--- config.mk ---
export PLATFORM = sky130hd
export DESIGN_NAME = eeprom_ctl_seq
export DESIGN_NICKNAME = d
export VERILOG_FILES = /design/src/rtl/eectl_pkg.sv /design/src/rtl/eectl_unlock.sv /design/src/rtl/eectl_timer.sv /design/src/rtl/eectl_array.sv /design/src/rtl/eeprom_ctl_seq.sv
export SDC_FILE = /design/constraint.sdc
export NUM_CORES = 1
export LEC_CHECK = 0
export CAP_MARGIN = 20
export CORE_UTILIZATION = 55
export DETAILED_ROUTE_END_ITERATION = 10
export PLACE_DENSITY = 0.74
export SLEW_MARGIN = 5
export SYNTH_ARGS = -nofsm -noshare
export SYNTH_HDL_FRONTEND = slang
export SYNTH_SLANG_ARGS = --single-unit
--- constraint.sdc ---
create_clock -name clk -period 3 [get_ports clk]
set_input_delay 0.3 -clock clk [delete_from_list [all_inputs] [get_ports clk]]
set_output_delay 0.3 -clock clk [all_outputs]
set_load 0.1 [all_outputs]
--- src/rtl/eectl_pkg.sv ---
package eectl_pkg;

    localparam logic [7:0] REG_DATA   = 8'h9A;
    localparam logic [7:0] REG_ADDR   = 8'h9B;
    localparam logic [7:0] REG_CTRL   = 8'h9C;
    localparam logic [7:0] REG_UNLOCK = 8'h9D;
    localparam logic [7:0] REG_FLAG   = 8'h0C;

    localparam logic [7:0] KEY_FIRST  = 8'h55;
    localparam logic [7:0] KEY_SECOND = 8'hAA;

    typedef enum logic [1:0] {
        UL_IDLE  = 2'd0,
        UL_GOT1  = 2'd1,
        UL_ARMED = 2'd2
    } unlock_state_t;

    typedef struct packed {
        logic       wr;
        logic       rd;
        logic [7:0] addr;
        logic [7:0] wdata;
    } bus_req_t;

    typedef struct packed {
        logic err;
        logic wren;
    } ctrl_state_t;

    function automatic logic [7:0] ctrl_byte(input ctrl_state_t c, input logic busy);
        return {4'b0000, c.err, c.wren, busy, 1'b0};
    endfunction

endpackage

--- src/rtl/eectl_unlock.sv ---
module eectl_unlock
    import eectl_pkg::*;
(
    input  logic     clk,
    input  logic     rst,
    input  bus_req_t req,
    output logic     armed
);
    unlock_state_t state_q, state_d;
    logic          is_unlock_wr;

    assign is_unlock_wr = req.wr && (req.addr == REG_UNLOCK);

    always_comb begin
        state_d = state_q;
        if (req.wr || req.rd) begin
            if (is_unlock_wr && req.wdata == KEY_FIRST)
                state_d = UL_GOT1;
            else if (state_q == UL_GOT1 && is_unlock_wr && req.wdata == KEY_SECOND)
                state_d = UL_ARMED;
            else
                state_d = UL_IDLE;
        end
    end

    always_ff @(posedge clk) begin
        if (rst) state_q <= UL_IDLE;
        else     state_q <= state_d;
    end

    assign armed = (state_q == UL_ARMED);

    // the armed state is reached only through the first key step
    a_r5_armed_path: assert property (@(posedge clk) disable iff (rst)
        (state_q == UL_ARMED) |-> ($past(state_q) == UL_GOT1 || $past(state_q) == UL_ARMED));

    // any access in the armed state leaves it
    a_r6_access_disarms: assert property (@(posedge clk) disable iff (rst)
        (armed && (req.wr || req.rd) && !(req.wr && req.addr == REG_UNLOCK && req.wdata == KEY_FIRST))
        |=> (state_q == UL_IDLE));
endmodule

--- src/rtl/eectl_timer.sv ---
module eectl_timer #(
    parameter int WRITE_CYCLES = 16
) (
    input  logic clk,
    input  logic rst,
    input  logic start,
    output logic busy,
    output logic done
);
    localparam int CNT_W = (WRITE_CYCLES > 1) ? $clog2(WRITE_CYCLES) : 1;
    localparam logic [CNT_W-1:0] CNT_LOAD = CNT_W'(WRITE_CYCLES - 1);

    logic [CNT_W-1:0] cnt_q;
    logic             busy_q;

    assign busy = busy_q;
    assign done = busy_q && (cnt_q == '0);

    always_ff @(posedge clk) begin
        if (rst) begin
            busy_q <= 1'b0;
            cnt_q  <= '0;
        end else if (start && !busy_q) begin
            busy_q <= 1'b1;
            cnt_q  <= CNT_LOAD;
        end else if (busy_q) begin
            if (cnt_q == '0) busy_q <= 1'b0;
            else             cnt_q  <= cnt_q - 1'b1;
        end
    end

    // busy cannot drop before the count runs out
    a_r3_busy_holds: assert property (@(posedge clk) disable iff (rst)
        (busy_q && cnt_q != '0) |=> busy_q);

    // the terminal count ends the write
    a_r7_done_ends: assert property (@(posedge clk) disable iff (rst)
        done |=> !busy_q);
endmodule

--- src/rtl/eectl_array.sv ---
module eectl_array #(
    parameter int DEPTH = 16
) (
    input  logic                     clk,
    input  logic                     we,
    input  logic [$clog2(DEPTH)-1:0] idx,
    input  logic [7:0]               wdata,
    output logic [7:0]               rdata
);
    logic [7:0] cells [DEPTH];

    always_ff @(posedge clk) begin
        if (we) cells[idx] <= wdata;
    end

    assign rdata = cells[idx];
endmodule

--- src/rtl/eeprom_ctl_seq.sv ---
module eeprom_ctl_seq
    import eectl_pkg::*;
#(
    parameter int DEPTH        = 16,
    parameter int WRITE_CYCLES = 16
) (
    input  logic       clk,
    input  logic       rst_por,
    input  logic       rst_warm,
    input  logic [7:0] bus_addr,
    input  logic       bus_wr,
    input  logic       bus_rd,
    input  logic [7:0] bus_wdata,
    output logic [7:0] bus_rdata,
    output logic       wr_irq
);
    localparam int AW = $clog2(DEPTH);

    bus_req_t    req;
    ctrl_state_t ctrl_q;
    logic [7:0]  data_q;
    logic [AW-1:0] addr_q;
    logic        irq_q;
    logic        rst_any;
    logic        armed, busy, done, start;
    logic [7:0]  mem_rdata;
    logic        ctrl_wr;

    assign req     = '{wr: bus_wr, rd: bus_rd, addr: bus_addr, wdata: bus_wdata};
    assign rst_any = rst_por | rst_warm;
    assign ctrl_wr = bus_wr && (bus_addr == REG_CTRL);
    assign start   = armed && ctrl_wr && bus_wdata[1] && bus_wdata[2] && !busy;

    eectl_unlock u_unlock (
        .clk   (clk),
        .rst   (rst_any),
        .req   (req),
        .armed (armed)
    );

    eectl_timer #(.WRITE_CYCLES(WRITE_CYCLES)) u_timer (
        .clk   (clk),
        .rst   (rst_any),
        .start (start),
        .busy  (busy),
        .done  (done)
    );

    eectl_array #(.DEPTH(DEPTH)) u_array (
        .clk   (clk),
        .we    (done && !rst_any),
        .idx   (addr_q),
        .wdata (data_q),
        .rdata (mem_rdata)
    );

    always_ff @(posedge clk) begin
        if (rst_por) begin
            ctrl_q <= '0;
            data_q <= '0;
            addr_q <= '0;
            irq_q  <= 1'b0;
        end else if (rst_warm) begin
            ctrl_q.wren <= 1'b0;
            if (busy) ctrl_q.err <= 1'b1;
            data_q <= '0;
            addr_q <= '0;
            irq_q  <= 1'b0;
        end else begin
            if (bus_wr) begin
                unique case (bus_addr)
                    REG_DATA: if (!busy) data_q <= bus_wdata;
                    REG_ADDR: if (!busy) addr_q <= bus_wdata[AW-1:0];
                    REG_CTRL: begin
                        ctrl_q.err <= bus_wdata[3];
                        if (!busy) begin
                            ctrl_q.wren <= bus_wdata[2];
                            if (bus_wdata[0]) data_q <= mem_rdata;
                        end
                    end
                    REG_FLAG: irq_q <= bus_wdata[0];
                    default: ;
                endcase
            end
            if (done) irq_q <= 1'b1;
        end
    end

    always_comb begin
        unique case (bus_addr)
            REG_DATA: bus_rdata = data_q;
            REG_ADDR: bus_rdata = 8'(addr_q);
            REG_CTRL: bus_rdata = ctrl_byte(ctrl_q, busy);
            REG_FLAG: bus_rdata = {7'b0, irq_q};
            default:  bus_rdata = 8'h00;
        endcase
    end

    assign wr_irq = irq_q;

    // high control bits are never driven
    a_r1_ctrl_upper_zero: assert property (@(posedge clk) disable iff (rst_any)
        (bus_addr == REG_CTRL) |-> (bus_rdata[7:4] == 4'h0));

    // a write begins only from the armed unlock state
    a_r5_start_needs_arm: assert property (@(posedge clk) disable iff (rst_any)
        $rose(busy) |-> $past(armed));

    // operands stay frozen while programming
    a_r8_operands_frozen: assert property (@(posedge clk) disable iff (rst_any)
        (busy && $past(busy)) |-> ($stable(addr_q) && $stable(data_q)));

    // a warm reset during a write leaves the error flag set
    a_r10_err_on_abort: assert property (@(posedge clk) disable iff (rst_por)
        (rst_warm && busy) |=> ctrl_q.err);

    // completion raises the interrupt flag
    a_r7_irq_on_done: assert property (@(posedge clk) disable iff (rst_any)
        done |=> irq_q);
endmodule

* Word-level counts from Yosys, hierarchy flattened
Memories as Yosys holds them, arrays and structs flattened. A register that Yosys moved wholly into a read port is not among the register bits.
Cells that the tools add are included.
** Storage, ports and cells
- Flip-flop bits (word level) :: 22
- Word-level logic and storage cells :: 80
- Memories :: 1
- RAM bits :: 128
- Input port bits :: 21
** Operators by class
- Eq/ne operators :: 14
- Reductions and logical operators :: 29
- Add/sub/neg operators :: 1
- Bitwise operators :: 2
- Multiplexer cells :: 25
** Memory list
- u_array.cells :: words 16, width 8, rd ports 1, clocked after Yosys merged registers in 1, write ports 1, line eectl_array.sv:10 : logic [7:0] cells [DEPTH];
** Operators by type and width (number)
- $eq 8x8->1 const B :: 5
- $pmux 8 s4 :: 1
- $mux 8 :: 3
- $mux 4 :: 5
- $pmux 8 s2 :: 1
- $logic_and 1x1->1 :: 12
- $reduce_bool 2->1 :: 6
- $mux 1 :: 10
- $mux 2 :: 5
- $reduce_and 3->1 :: 3
- $eq 8x4->1 const B :: 1
- $eq 8x7->1 const B :: 1
- $ne 2x2->1 const B :: 4
- $reduce_and 5->1 :: 1
- $logic_not 4->1 :: 1
- $reduce_and 2->1 :: 2
- $sub 4x1->4 const B :: 1
- $eq 2x1->1 const B :: 1
- $eq 2x2->1 const B :: 1
- $logic_not 1->1 :: 2
- $ne 2x1->1 const B :: 1
- $reduce_or 2->1 :: 1
- $logic_or 1x1->1 :: 1
- $not 1->1 :: 1
- $or 1x1->1 :: 1

* Longest topological paths before layout
Gate-level depths: netlist (run 1).
- Depth after elaboration :: 9
- Mapped depth :: 6
- Depth with buffers taken out :: 6

* Hierarchy
From an unflattened synthesis (run 1), not the netlist that was laid out.
** Unflattened totals
- Cells, all modules :: 366
- Area total of the unflattened synthesis :: 6264.8 um^2
** By module, submodules not included
- eectl_array :: area an instance 4907.2 um^2, cells each 222, times used 1, sequential area each 3843.7 um^2
- eeprom_ctl_seq :: area an instance 915.9 um^2, cells each 99, times used 1, sequential area each 300.3 um^2
- eectl_timer :: area an instance 272.8 um^2, cells each 28, times used 1, sequential area each 100.1 um^2
- eectl_unlock :: area an instance 168.9 um^2, cells each 17, times used 1, sequential area each 40.0 um^2

* Worst setup path before layout (run 1)
Ideal clock, no wire load.
- Path type :: input port to flip-flop
- From :: in rst_por
- To :: mem u_array.cells[0][0] (enable)
- Buffers on the path :: 1
- Slack :: 0.834 ns
- Data arrival time :: 1.782 ns
- Setup time :: 0.383 ns
- Stages :: 4
- Cell sequence :: or2_1 > clkbuf_1 > or4_1 > nor3_1
** Between the ends
- Word-level cells in the longest chain between the ends :: 5
** RTL lines
- from (decl) :: line eeprom_ctl_seq.sv:8 : input logic rst_por,
- $or 1x1->1 :: line eeprom_ctl_seq.sv:30 : assign rst_any = rst_por | rst_warm;
- $logic_not 1->1 :: line eeprom_ctl_seq.sv:51 : .we (done && !rst_any),
- $logic_and 1x1->1 :: line eeprom_ctl_seq.sv:51
- $mux 1 :: line eectl_array.sv:13 : if (we) cells[idx] <= wdata;
- $mux 1 (not written as such) :: line eectl_array.sv:13
- to (decl) :: line eectl_array.sv:10
No other way between the ends.

* Final worst setup path (run 1)
- From :: in bus_addr[6]
- To :: out bus_rdata[3]
** Between the ends
- Word-level cells in the longest chain between the ends :: 2
- Elaborated cells between the ends (all ways) :: 5
- Classes of those cells :: 4 x eq/ne; 1 x mux
** RTL lines
- from (decl) :: line eeprom_ctl_seq.sv:10 : input logic [7:0] bus_addr,
- $eq 8x4->1 / $eq 8x8->1 (equally long branches) :: line eeprom_ctl_seq.sv:90 : unique case (bus_addr)
- $pmux 8 s4 * :: line eeprom_ctl_seq.sv:90
- to (decl) :: line eeprom_ctl_seq.sv:14 : output logic [7:0] bus_rdata,
Mark *: on every way between the ends. The rest lies on a longest branch, timed or not.

==> metrics.txt, run 1 <==
cell area after placement 0.00690 mm^2; Routed Wire Length 13600 um; final setup fails 0; Primary FF master, synth sky130_fd_sc_hd__edfxtp_1; status finished, final reports clean; wire length of the first global-routing pass 20700 um; register clock-pin slew on the reported worst setup and hold paths 0.06 ns; buffers inserted during post-CTS setup optimization 0; Sink Count 154; total of warnings raised by yosys 0; detailed-routing iteration count for the pre-antenna-repair pass 5; routability congestion estimate from global placement 0.883; proportion of synthesized flip-flops having asynchronous set or reset 0%; cell taking the most area after synthesis sky130_fd_sc_hd__edfxtp_1; critical-path maximum fanout 10; maximum number of pins on one net before global-route repair 23; clk_skew 0.00585 ns; final HPWL from detailed placement 8630 um; fraction of final layout cells sized beyond drive strength 1 22.8%; CTS tree built; Relative slew margins 46.3%; height of the chip 109 um; Remaining DRCs 0; Fin Setup TNS 0 ns; list of cells traversed by the critical path clkdlybuf4s50_1, nand4bb_1, buf_4, nor2_1, a222oi_1, inv_1, buf_12; top cell type's share of synthesized area 61.4%; Final ANT Viol Nets 0; Design Power 0.00459 W; data arrival at the endpoint of the critical path 2.05 ns; maximum clock frequency 426 MHz; number of cells produced by synthesis 367; final routed wire length divided by cell count 23.6 um; number of vias in the routed layout 3630; cell at the root of the clock tree sky130_fd_sc_hd__clkbuf_16; total CTS buffers 17; Final Cycle Share 78.3%; leading cell type in the layout, fill and taps excluded sky130_fd_sc_hd__edfxtp_1; Critical Path RT 2.70 ns; Synthesized Nets 390; Core Box Area 0.0110 mm^2; Synth cell types 49; fin cells 575; crit path capture type output port; number of pins with negative max-slew slack in the final report 0; cts-stage hold buffer count 0; Syn-to-layout area delta 20.3%; Resized cells post-CTS 0; per-cell via count in the routed design 6.31; leakage power total 2.46 nW; maximum root-to-sink buffer count 2; std cell rows 38; diode count 0; max capacitance violation total 0; pwr dens 610 mW/mm^2; Chip Width 109 um; slew at the pin with the worst max-slew slack 0.804 ns; Clock Latency Late Sink 0.42 ns; final hold violation count 0; Port-buffer cells 29; effective utilization at floorplan 57.0%; family with the most delay on the worst path buffers and inverters; Tightest Hold Check Type input port to register; total overflow reported by the global router 0; EDFF count, synth 128; antenna violations before repair 0; H-tree levels 4; cell count after placement 543; unrepaired setup endpoints after global routing no; worst slack at placement 0.661 ns; total global-route track usage 25.7%; IO Count 30; die area 0.0118 mm^2; Crit path buffers/inverters 4; most frequent cells in the layout sky130_fd_sc_hd__edfxtp_1, sky130_fd_sc_hd__mux4_2, sky130_fd_sc_hd__dfxtp_1, sky130_fd_sc_hd__nor2_1, sky130_fd_sc_hd__buf_4; main area contributors after synthesis sky130_fd_sc_hd__edfxtp_1, sky130_fd_sc_hd__mux4_2, sky130_fd_sc_hd__dfxtp_1, sky130_fd_sc_hd__mux4_1, sky130_fd_sc_hd__a22oi_1; final cell area excluding filler cells 0.00753 mm^2; initial DRC count 386; number of register bits inferred by synthesis 154; post-route minimum period 2.35 ns; vias in the first global route 3655; Critical Path Max Stage Delay 0.44 ns; Seq/Total Area, Yosys 69.7%; post-layout worst setup margin 0.652 ns; post-synthesis area per instance 17.0 um^2; standard cell with the maximum stage delay on the critical path sky130_fd_sc_hd__clkdlybuf4s50_1; startpoint kind of the worst setup timing path input port; area of the mapped netlist 0.00626 mm^2; Worst Path Class, Setup input port to output port; final layout net count 445; highest ir drop seen on vdd 686 uV
## state kept, by name, summed over array words and instances, names as in the netlist, named ones only
signal	count
addr_q	4
ctrl_q	2
data_q	8
u_array.cells	128
u_timer.busy	1
u_timer.cnt_q	4
u_unlock.state_q	2
wr_irq	1
## final cells by class
cell class	instances	area [um^2]
clock buffer	17	425
clock inverter	15	199
fill	702	3460
inverter	7	26.3
multi-input combinational	189	1760
sequential	154	4370
tap	140	175
timing repair buffer	53	573
## kinds of logic after synthesis
logic type | Yosys count | synth area share (%)
DFF | 154 | 69.7
buffers and inverters | 24 | 2.08
muxes | 40 | 12.9
xor gates and xnor gates | 3 | 0.420
and+or+nand+nor | 103 | 9.50
adders and majority gates | 2 | 0.400
AOI/OAI and AO/OA | 41 | 4.92
## path summary, 6_finish.rpt
check | slack (ns) | cells after the start | start | endpoint
max | 0.65 | 7 | bus_addr[6] | bus_rdata[3]
min reg2reg | 0.47 | 2 | u_unlock.state_q[0]$_SDFFE_PP0P_ | u_unlock.state_q[0]$_SDFFE_PP0P_
max reg2reg | 0.72 | 5 | register | data_q[2]$_SDFFE_PP0P_
min | 0.45 | 2 | rst_por | ctrl_q[1]$_SDFFE_PP0P_
## per-layer routing
metal,vias up,GRT usage [%],routed length [um],share of wire [%]
met5,-,0,0,0
met4,0,12.1,487,3.6
met3,36,6.28,1290,9.5
met2,195,39.4,6390,47
met1,1791,34.8,5420,40
li1,1608,-,-,-
## cell usage after synthesis, types with 4 or more instances
library cell,instances
sky130_fd_sc_hd__edfxtp_1,128
sky130_fd_sc_hd__nand3_1,7
sky130_fd_sc_hd__and2_1,5
sky130_fd_sc_hd__dfxtp_1,26
sky130_fd_sc_hd__mux2i_1,7
sky130_fd_sc_hd__inv_1,7
sky130_fd_sc_hd__nor2_1,24
sky130_fd_sc_hd__and3_1,7
sky130_fd_sc_hd__nand2_1,11
sky130_fd_sc_hd__buf_2,5
sky130_fd_sc_hd__mux4_2,26
sky130_fd_sc_hd__a22oi_1,14
sky130_fd_sc_hd__nand2b_1,4
sky130_fd_sc_hd__clkbuf_1,5
sky130_fd_sc_hd__o22ai_1,7
sky130_fd_sc_hd__nand4bb_1,4
sky130_fd_sc_hd__mux4_1,5
sky130_fd_sc_hd__a21oi_1,9
sky130_fd_sc_hd__nor3_1,14
## through the flow
stage / hold slack (ns) / util, %
CTS: 0.442 / 68.5
detailed placement: 0.454 / 62.9
finish: 0.447 / 68.5
global placement: 0.454 / 62.9
global route: 0.450 / 68.5
floorplan: 0.372 / -
## power breakdown
group / internal [W] / total, W / switching (W)
Combinational: 0.0000337 / 0.0000647 / 0.0000310
Sequential: 0.00228 / 0.00228 / 0.000000708
Clock: 0.00139 / 0.00224 / 0.000850
Note: power is estimated with default switching activity, not from simulation.
==> run 2, diff against run 1 <==
- CORE_UTILIZATION: 55 -> 54
- PLACE_DENSITY: 0.74 -> 0.75
- clock period: 3 -> 2 ns (I/O delays scaled with it)
==> run 2 against run 1 <==
  * Die area increased by 1.8%
  * Critical endpoint is now bus_rdata[2]
  * Worst setup slack got worse by 0.62 ns
  * Power increased by 46%
  * Largest cell class unchanged
==> metrics.txt, run 2 (synthesis gave the netlist of run 1 again) <==
Core Box Area 0.0111 mm^2 (was 0.0110 mm^2); clk_skew 0.00842 ns (was 0.00585 ns); max capacitance violation total 0 (unchanged); number of flip-flops in the largest register 128 (unchanged); Fin Setup TNS 0 ns (unchanged); startpoint kind of the worst setup timing path input port (unchanged); Crit path buffers/inverters 4 (unchanged); critical-path maximum fanout 5 (was 10); slew at the pin with the worst max-slew slack 0.551 ns (was 0.804 ns); wire length of the first global-routing pass 21100 um (was 20700 um); Port-buffer cells 29 (unchanged); final HPWL from detailed placement 9430 um (was 8630 um); highest ir drop seen on vdd 602 uV (was 686 uV); Remaining DRCs 0 (unchanged); initial DRC count 477 (was 386); routing usage on met3 5.75% (was 6.28%); Final Cycle Share 98.6%; H-tree levels 4 (unchanged); die area 0.0120 mm^2 (was 0.0118 mm^2); Critical Path RT 1.80 ns (was 2.70 ns); Largest regs u_array.cells: 128 flops, data_q: 8 flops (unchanged); data arrival at the endpoint of the critical path 1.77 ns (was 2.05 ns); most frequent cells in the layout sky130_fd_sc_hd__edfxtp_1, sky130_fd_sc_hd__buf_4, sky130_fd_sc_hd__mux4_2, sky130_fd_sc_hd__dfxtp_1, sky130_fd_sc_hd__nor2_1 (was sky130_fd_sc_hd__edfxtp_1, sky130_fd_sc_hd__mux4_2, sky130_fd_sc_hd__dfxtp_1, sky130_fd_sc_hd__nor2_1, sky130_fd_sc_hd__buf_4); Final ANT Viol Nets 0 (unchanged); diode count 0 (unchanged); Sink Count 154 (unchanged); number of fillers in the final layout 697 (was 702); std cell rows 38 (unchanged); M2 GR Usage 39.1% (was 39.4%); cts-stage hold buffer count 0 (unchanged); Chip Width 110 um (was 109 um); register clock-pin slew on the reported worst setup and hold paths 0.06 ns (about the same); family with the most delay on the worst path buffers and inverters (unchanged); detailed-routing iteration count for the pre-antenna-repair pass 5 (unchanged); list of cells traversed by the critical path clkdlybuf4s50_1, nand4bb_4, buf_6, nor2_2, a222oi_1, inv_1, buf_12 (was clkdlybuf4s50_1, nand4bb_1, buf_4, nor2_1, a222oi_1, inv_1, buf_12); Critical Path Max Stage Delay 0.48 ns (was 0.44 ns); total CTS buffers 17 (unchanged); final routed wire length divided by cell count 23.0 um (was 23.6 um); status finished, final reports clean (unchanged); final setup fails 0 (unchanged); GR peak layer met2 (unchanged); effective utilization at floorplan 56.5% (was 57.0%); Routed Wire Length 14000 um (was 13600 um); cell area after placement 0.00716 mm^2 (was 0.00690 mm^2); maximum number of pins on one net before global-route repair 34 (was 23); vias in the first global route 3691 (was 3655); post-layout worst setup margin 0.0279 ns (was 0.652 ns); IO Count 30 (unchanged); crit path capture type output port (unchanged); maximum root-to-sink buffer count 2 (unchanged); fraction of final layout cells sized beyond drive strength 1 30.7% (was 22.8%); pwr dens 856 mW/mm^2 (was 610 mW/mm^2); register containing the most flip-flops in the final layout u_array.cells (unchanged); total overflow reported by the global router 0 (unchanged); Tightest Hold Check Type input port to register (unchanged); total global-route track usage 25.6% (was 25.7%); CTS tree built (unchanged); leakage power total 2.81 nW (was 2.46 nW); Clock Latency Late Sink 0.42 ns (about the same); Syn-to-layout area delta 25.4% (was 20.3%); cell at the root of the clock tree sky130_fd_sc_hd__clkbuf_16 (unchanged); final cell area excluding filler cells 0.00785 mm^2 (was 0.00753 mm^2); per-cell via count in the routed design 6.26 (was 6.31); final hold violation count 0 (unchanged); leading cell type in the layout, fill and taps excluded sky130_fd_sc_hd__edfxtp_1 (unchanged); M1 GR Usage 36.1% (was 34.8%); number of pins with negative max-slew slack in the final report 0 (unchanged); Worst Path Class, Setup input port to output port (unchanged); final layout net count 479 (was 445); antenna violations before repair 0 (unchanged); Relative slew margins 62.3% (was 46.3%); post-route minimum period 1.97 ns; height of the chip 110 um (was 109 um); maximum clock frequency 507 MHz; number of vias in the routed layout 3811 (was 3630); routability congestion estimate from global placement 0.996 (was 0.883); standard cell with the maximum stage delay on the critical path sky130_fd_sc_hd__clkdlybuf4s50_1 (unchanged); worst slack at placement -0.175 ns (was 0.661 ns)
-- run 2: tightest hold or removal path: cells and delay by family --
kind	cells	cell delay, ns
buf+inv	1	0.18
simple gates	3	0.23
compound gates	1	0.07
-- run 2: per-stage QoR --
step	util (%)	power (W)	instances	hold slack, ns
floorplan	-	0.00352	367	0.272
global placement	64.6	0.00361	574	0.453
detailed placement	64.6	0.00361	574	0.477
CTS	69.9	0.00673	606	0.338
global route	70.8	0.00688	609	0.340
finish	70.8	0.00672	609	0.311
-- run 2: what timing repair did --
action	CTS	global route
pin swaps	1	3
buffers inserted	0	3
resized for setup	3	13
setup endpoints to repair	4	136
-- run 2: per-layer routing --
layer	share of wire (%)	wire length [um]	up-vias
met5	0	0	-
met4	3.0	414	0
met3	8.7	1210	39
met2	47	6540	220
met1	42	5810	1881
li1	-	-	1671
-- run 2: layout make-up --
type                    count  area (um^2)  share of cell area [%]
clock buffers              17          425                    5.42
well taps                 140          175                    2.23
flip-flops and latches    154         4370                    55.6
repair buffers             87          856                    10.9
multi-input cells         189         1840                    23.4
inverters                   7         26.3                   0.335
clock inverters            15          161                    2.06
-- run 2: worst paths after layout --
path	from	depth (start not counted)	to	slack [ns]
hold / removal	bus_addr[0]	5	u_unlock.state_q[1]$_SDFFE_PP0P_	0.31
setup reg to reg	u_timer.busy$_SDFF_PP0_	6	data_q[5]$_SDFFE_PP0P_	0.09
setup / recovery	bus_addr[4]	7	bus_rdata[2]	0.03
hold reg to reg	u_unlock.state_q[1]$_SDFFE_PP0P_	2	u_unlock.state_q[1]$_SDFFE_PP0P_	0.49
-- run 2: where the power goes --
| group | internal (W) | switching [W] | leakage (nW) |
|---|---|---|---|
| clock | 0.00186 | 0.00131 | 0.284 |
| sequential | 0.00342 | 0.000000410 | 1.51 |
| combinational | 0.0000696 | 0.0000579 | 1.01 |
